`config.mk`:
```
export PLATFORM = sky130hd
export DESIGN_NAME = wake_mode_ctrl
export DESIGN_NICKNAME = d
export VERILOG_FILES = /design/src/rtl/wmc_pkg.sv /design/src/rtl/wmc_rst_filter.sv /design/src/rtl/wmc_wake_gate.sv /design/src/rtl/wmc_mode_fsm.sv /design/src/rtl/wake_mode_ctrl.sv
export SDC_FILE = /design/constraint.sdc
export NUM_CORES = 1
export LEC_CHECK = 0
export ABC_AREA = 1
export BUFFER_PORTS_ARGS = -buffer_cell sky130_fd_sc_hd__buf_2
export CORE_UTILIZATION = 40
export DETAILED_ROUTE_END_ITERATION = 12
export GPL_ROUTABILITY_DRIVEN = 0
export PLACE_DENSITY = 0.71
export SETUP_SLACK_MARGIN = 0.15
export SYNTH_ARGS = -nofsm -noshare
export SYNTH_HDL_FRONTEND = slang
export SYNTH_SLANG_ARGS = --single-unit
```
`constraint.sdc`:
```
create_clock -name clk -period 1.5 [get_ports clk]
set_input_delay 0.375 -clock clk [delete_from_list [all_inputs] [get_ports clk]]
set_output_delay 0.375 -clock clk [all_outputs]
set_load 0.005 [all_outputs]
```
`src/rtl/wmc_pkg.sv`:
```
package wmc_pkg;
  typedef enum logic [2:0] {
    MD_NORMAL = 3'd0,
    MD_NREQ   = 3'd1,
    MD_RESET  = 3'd2,
    MD_STOP   = 3'd3,
    MD_SLEEP  = 3'd4
  } mode_e;

  localparam int NSRC   = 5;
  localparam int SRC_CS = 3;
  localparam logic [NSRC-1:0] STOP_MASK  = '1;
  localparam logic [NSRC-1:0] SLEEP_MASK = ~(NSRC'(1) << SRC_CS);
endpackage

```
`src/rtl/wmc_rst_filter.sv`:
```
module wmc_rst_filter #(
  parameter int GLITCH_CYC = 4
) (
  input  logic clk,
  input  logic rst_n,
  input  logic pin_n,
  output logic rpw_evt
);
  localparam int CW = $clog2(GLITCH_CYC + 1);
  localparam logic [CW-1:0] SAT  = CW'(GLITCH_CYC);
  localparam logic [CW-1:0] LAST = CW'(GLITCH_CYC - 1);

  logic [CW-1:0] low_cnt;

  always_ff @(posedge clk or negedge rst_n) begin
    if (!rst_n)           low_cnt <= '0;
    else if (pin_n)       low_cnt <= '0;
    else if (low_cnt != SAT) low_cnt <= low_cnt + 1'b1;
  end

  // fires once, on the GLITCH_CYC-th consecutive low sample
  assign rpw_evt = !pin_n && (low_cnt == LAST);
endmodule

```
`src/rtl/wmc_wake_gate.sv`:
```
module wmc_wake_gate
  import wmc_pkg::*;
(
  input  logic            clk,
  input  logic            rst_n,
  input  mode_e           mode,
  input  logic [NSRC-1:0] wake_evt,
  input  logic            flag_rd,
  output logic            acc,
  output logic [NSRC-1:0] flags,
  output logic            irq
);
  logic [NSRC-1:0] mask, hit;

  always_comb begin
    case (mode)
      MD_STOP:  mask = STOP_MASK;
      MD_SLEEP: mask = SLEEP_MASK;
      default:  mask = '0;
    endcase
  end

  assign hit = wake_evt & mask;
  assign acc = |hit;

  for (genvar i = 0; i < NSRC; i++) begin : g_flag
    always_ff @(posedge clk or negedge rst_n) begin
      if (!rst_n)       flags[i] <= 1'b0;
      else if (hit[i])  flags[i] <= 1'b1;
      else if (flag_rd) flags[i] <= 1'b0;
    end
  end

  always_ff @(posedge clk or negedge rst_n) begin
    if (!rst_n) irq <= 1'b0;
    else        irq <= acc;
  end
endmodule

```
`src/rtl/wmc_mode_fsm.sv`:
```
module wmc_mode_fsm
  import wmc_pkg::*;
#(
  parameter int NREQ_TMO = 20,
  parameter int RST_HOLD = 5
) (
  input  logic       clk,
  input  logic       rst_n,
  input  logic       mode_wr,
  input  logic [2:0] mode_wr_data,
  input  logic       wd_gnd,
  input  logic       acc,
  input  logic       rpw_evt,
  output mode_e      mode,
  output logic       mcu_rst_n
);
  localparam int TMAX = (NREQ_TMO > RST_HOLD) ? NREQ_TMO : RST_HOLD;
  localparam int TW   = $clog2(TMAX + 1);
  localparam logic [TW-1:0] NREQ_LAST = TW'(NREQ_TMO - 1);
  localparam logic [TW-1:0] RST_LAST  = TW'(RST_HOLD - 1);

  logic [TW-1:0] tmr;
  mode_e         nxt, up_mode;

  assign up_mode = wd_gnd ? MD_NORMAL : MD_NREQ;

  always_comb begin
    nxt = mode;
    case (mode)
      MD_RESET:  if (tmr == RST_LAST) nxt = up_mode;
      MD_NREQ: begin
        if (mode_wr && mode_wr_data == MD_NORMAL) nxt = MD_NORMAL;
        else if (tmr == NREQ_LAST)                nxt = MD_RESET;
      end
      MD_NORMAL: begin
        if (mode_wr && mode_wr_data == MD_STOP)       nxt = MD_STOP;
        else if (mode_wr && mode_wr_data == MD_SLEEP) nxt = MD_SLEEP;
      end
      MD_STOP:   if (acc || rpw_evt) nxt = up_mode;
      MD_SLEEP:  if (acc) nxt = MD_RESET;
      default:   nxt = MD_RESET;
    endcase
  end

  always_ff @(posedge clk or negedge rst_n) begin
    if (!rst_n) begin
      mode      <= MD_RESET;
      tmr       <= '0;
      mcu_rst_n <= 1'b0;
    end else begin
      mode      <= nxt;
      mcu_rst_n <= (nxt != MD_RESET);
      if (nxt != mode || !(mode == MD_NREQ || mode == MD_RESET)) tmr <= '0;
      else                                                      tmr <= tmr + 1'b1;
    end
  end
endmodule

```
`src/rtl/wake_mode_ctrl.sv`:
```
module wake_mode_ctrl
  import wmc_pkg::*;
#(
  parameter int GLITCH_CYC = 4,
  parameter int NREQ_TMO   = 20,
  parameter int RST_HOLD   = 5
) (
  input  logic       clk,
  input  logic       rst_n,
  input  logic       mode_wr,
  input  logic [2:0] mode_wr_data,
  input  logic       wd_gnd,
  input  logic [4:0] wake_evt,
  input  logic       rst_pin_n,
  input  logic       flag_rd,
  output logic [2:0] mode,
  output logic [4:0] flags,
  output logic       irq,
  output logic       mcu_rst_n
);
  logic  acc, rpw_evt;
  mode_e cur_mode;

  wmc_rst_filter #(.GLITCH_CYC(GLITCH_CYC)) u_filt (
    .clk(clk), .rst_n(rst_n), .pin_n(rst_pin_n), .rpw_evt(rpw_evt)
  );

  wmc_wake_gate u_gate (
    .clk(clk), .rst_n(rst_n), .mode(cur_mode), .wake_evt(wake_evt),
    .flag_rd(flag_rd), .acc(acc), .flags(flags), .irq(irq)
  );

  wmc_mode_fsm #(.NREQ_TMO(NREQ_TMO), .RST_HOLD(RST_HOLD)) u_fsm (
    .clk(clk), .rst_n(rst_n), .mode_wr(mode_wr), .mode_wr_data(mode_wr_data),
    .wd_gnd(wd_gnd), .acc(acc), .rpw_evt(rpw_evt), .mode(cur_mode),
    .mcu_rst_n(mcu_rst_n)
  );

  assign mode = cur_mode;
endmodule

```
==> impl_results.md <==
- Int Power: 1.490 mW
- Critical path type: reg -> reg
- DPL Wire Length: 1744 um
- Reg2reg start: u_fsm.mode[1]
- Root buf cell: clkbuf_4
- H-tree levels: 1
- Setup-failing EPs final: 10
- Gr usage total: 0.1959
- Crit path capture type: flop
- First-pass DRT Iterations: 4
- Yosys cell types: 23
- Ys flop type: dfrtp_1
- Final Hold Slack: -0.01708 ns
- Hold/Removal Path Class: in -> async
- CTS clock-pin slew for the worst setup and hold paths: 0.11 ns
- Mapped Avg Cell Area: 8.083 sq um
- WL/cell: 11.63 um
- Buffers on Ports: 23
- Setup WS pre-CTS: -0.1474 ns
- Die ar.: 0.002752 sq mm
- Layout Cells excl Fill: 204
- Synth top area share: 0.4177
- Antenna diode count: 0
- Post-Syn Nets: 145
- Register area share after synthesis: 0.4435
- Failing checks: hold timing, setup timing
- Max-cap violations: 0
- Layout cells sized above 1: 0.4773
- Gr ovfl total: 0
- Die Width: 52.46 um
- Max-slew headroom: 0.7341
- Worst-Margin Slew: 0.3988 ns
- Critical Path AT: 1.91 ns
- Largest cells by area after synthesis: dfrtp_1 42%, nand2_1 9.6%, inv_1 8.5%
- Synth async-reset ratio: 1.000
- RSZ-0062 raised after global routing: true
- Initial core utilization: 0.4434
- Die Span Y: 52.46 um
- Fin crit period: 1.727 ns
- Core area: 0.002297 sq mm
- CTS max path bufs: 2
- Initial antenna violation count: 0
- IO Pins: 24
- Tcrit/Tclk final: 1.152
- Outcome: finished, violations left
- R2r worst-path depth: 11
- CP Max Fanout: 5
- WL final: 2372 um
- Clock power share: 0.123
- Site Rows: 17
- Combinational power share: 0.577
- Pleak: 0.7724 nW
- Fmax: 578.9 MHz
- Iteration-0 DRC Markers: 13
- Critical-path top delay cell: dfstp_2
- Mapped Cells: 126
- Net switching fraction of the power: 0.3949
- Worst VDD drop: 0.9397 mV
- Mapped Area: 0.001018 sq mm
- Synthesis warning total: 0
- Post-synth EDFFs: 0
- Sequential share of power: 0.299
- Antenna Violating Nets Remaining: 0
- Max-slew violation count: 0
- Fill count: 204
- Register-to-register setup slack: -0.23 ns
- Vias in the first global route: 968
- Pin count of the biggest net entering global routing: 19
- PD cells: 1649 mW/mm^2
- Setup Skew: 0.01229 ns
- DRC: 0
- Fin Setup TNS: -1.405 ns
- Total CTS buffers: 3
- #FFs+latches synth: 18
- CTS tree: done
- Hold Vio Cnt, Final: 17
- Most used cell, CP: nand2_2
- CP Cell Sequence: nor2_2, nand2_2, nand2_4, a21oi_4, nand2_2, nand2_2, nand3_2, nand2_2, nand2_2, nand3_4, nor2_1
- P&R area growth vs syn: 46.56%
- Global-route wire length before repair: 3988 um
- Clock latency at the later pin of the worst-skew pair: 0.30 ns
- Num Clock Sinks: 18
- Via density: 4.931
- Post-synth top area cell: dfrtp_1
- RR Endpoint: u_fsm.tmr[3]
- Layout net count: 196
- Worst path max stage delay: 0.63 ns
- Placed cells: 189
- Vias: 1006
- Required time of the critical path: 1.69 ns
- Setup WS post-layout: -0.2274 ns
- P_sw: 0.9723 mW
- Critical Path Source Type: flop
-- worst max-delay path by stage --
stage | from | to | depth (start not counted)
after floorplan | u_fsm.mode[1] | u_fsm.tmr[2] | 11
after global placement | u_fsm.tmr[0] | u_fsm.tmr[4] | 15
after detailed placement | u_fsm.mode[1] | u_fsm.tmr[4] | 12
after CTS | u_fsm.mode[1] | u_fsm.tmr[4] | 10
after global routing | u_fsm.mode[1] | u_fsm.tmr[2] | 11
final | u_fsm.mode[1] | u_fsm.tmr[3] | 11
-- final cells by class --
cell class	instances	area, sq um	share of cell area
multi-input combinational	84	561.8	0.3764
inverter	24	90.09	0.06035
clock buffer	4	36.28	0.02431
sequential	18	454.2	0.3043
tap	28	35.03	0.02347
timing repair buffer	46	315.3	0.2112
-- registers in the layout, summed over array words and instances, names as in the netlist --
signal / flops
u_fsm.tmr: 5
u_gate.flags: 5
u_filt.low_cnt: 3
u_fsm.mode: 3
u_fsm.mcu_rst_n: 1
u_gate.irq: 1
-- per-stage QoR --
step	cell area, sq um	total power [mW]	utilization
finish	1493	2.462	0.6498
global route	1493	2.643	0.6498
CTS	1406	2.233	0.6122
detailed placement	1264	1.713	0.5501
global placement	1264	1.680	0.5501
floorplan	1023	1.287	-
-- layer usage --
layer	global-route usage	vias to the layer above	part of all wire	routed length, um
li1	-	497	-	-
met1	0.2255	484	0.43	1011
met2	0.3776	23	0.54	1279
met3	0.03478	2	0.030	72
met4	0.02632	0	0.0038	9
met5	0	-	0	0
-- cell usage after synthesis, types with 2 or more instances --
cell / instances
nand2_1: 26
inv_1: 23
dfrtp_1: 17
nor2_1: 16
nand3_1: 8
o21ai_0: 6
ha_1: 5
a21oi_1: 4
nand3_2: 4
nand2_2: 3
xor2_1: 2
-- worst max-delay path: cells and delay by family, from the launching register on --
| family | cells | cell delay [ns] |
|---|---|---|
| and+or+nand+nor | 10 | 0.78 |
| DFF | 1 | 0.63 |
| AOI/OAI and AO/OA | 1 | 0.21 |
-- power by group through the flow --
stage               combinational [mW]  clock (mW)  sequential, mW
CTS                               1.19       0.312           0.730
global placement                 0.952           0           0.728
detailed placement               0.977           0           0.736
finish                            1.42       0.304           0.737
floorplan                        0.544           0           0.743
global route                      1.56       0.334           0.753
-- layout by cell type (no fill, tap or decap), drive strengths merged, types with 2 or more instances in the layout --
cell type / count
dfrtp: 17
nor2: 16
nand2: 30
ha: 5
nand3: 12
a21oi: 5
o21ai: 6
clkbuf: 4
xor2: 2
buf: 46
inv: 24
o31ai: 2
-- kinds of logic after synthesis --
logic type | synth area share
and+or+nand+nor | 0.2813
buffers and inverters | 0.08845
DFF | 0.4435
AOI/OAI and AO/OA | 0.09952
adders and majority gates | 0.06143
xor gates and xnor gates | 0.02580
-- what timing repair did --
item,CTS,global route
hold buffers,0,0
pin swaps,3,6
buffers inserted,8,3
endpoints found under the setup margin,11,17
resized for setup,16,17
No activity file was read; power rests on OpenSTA's default activity.
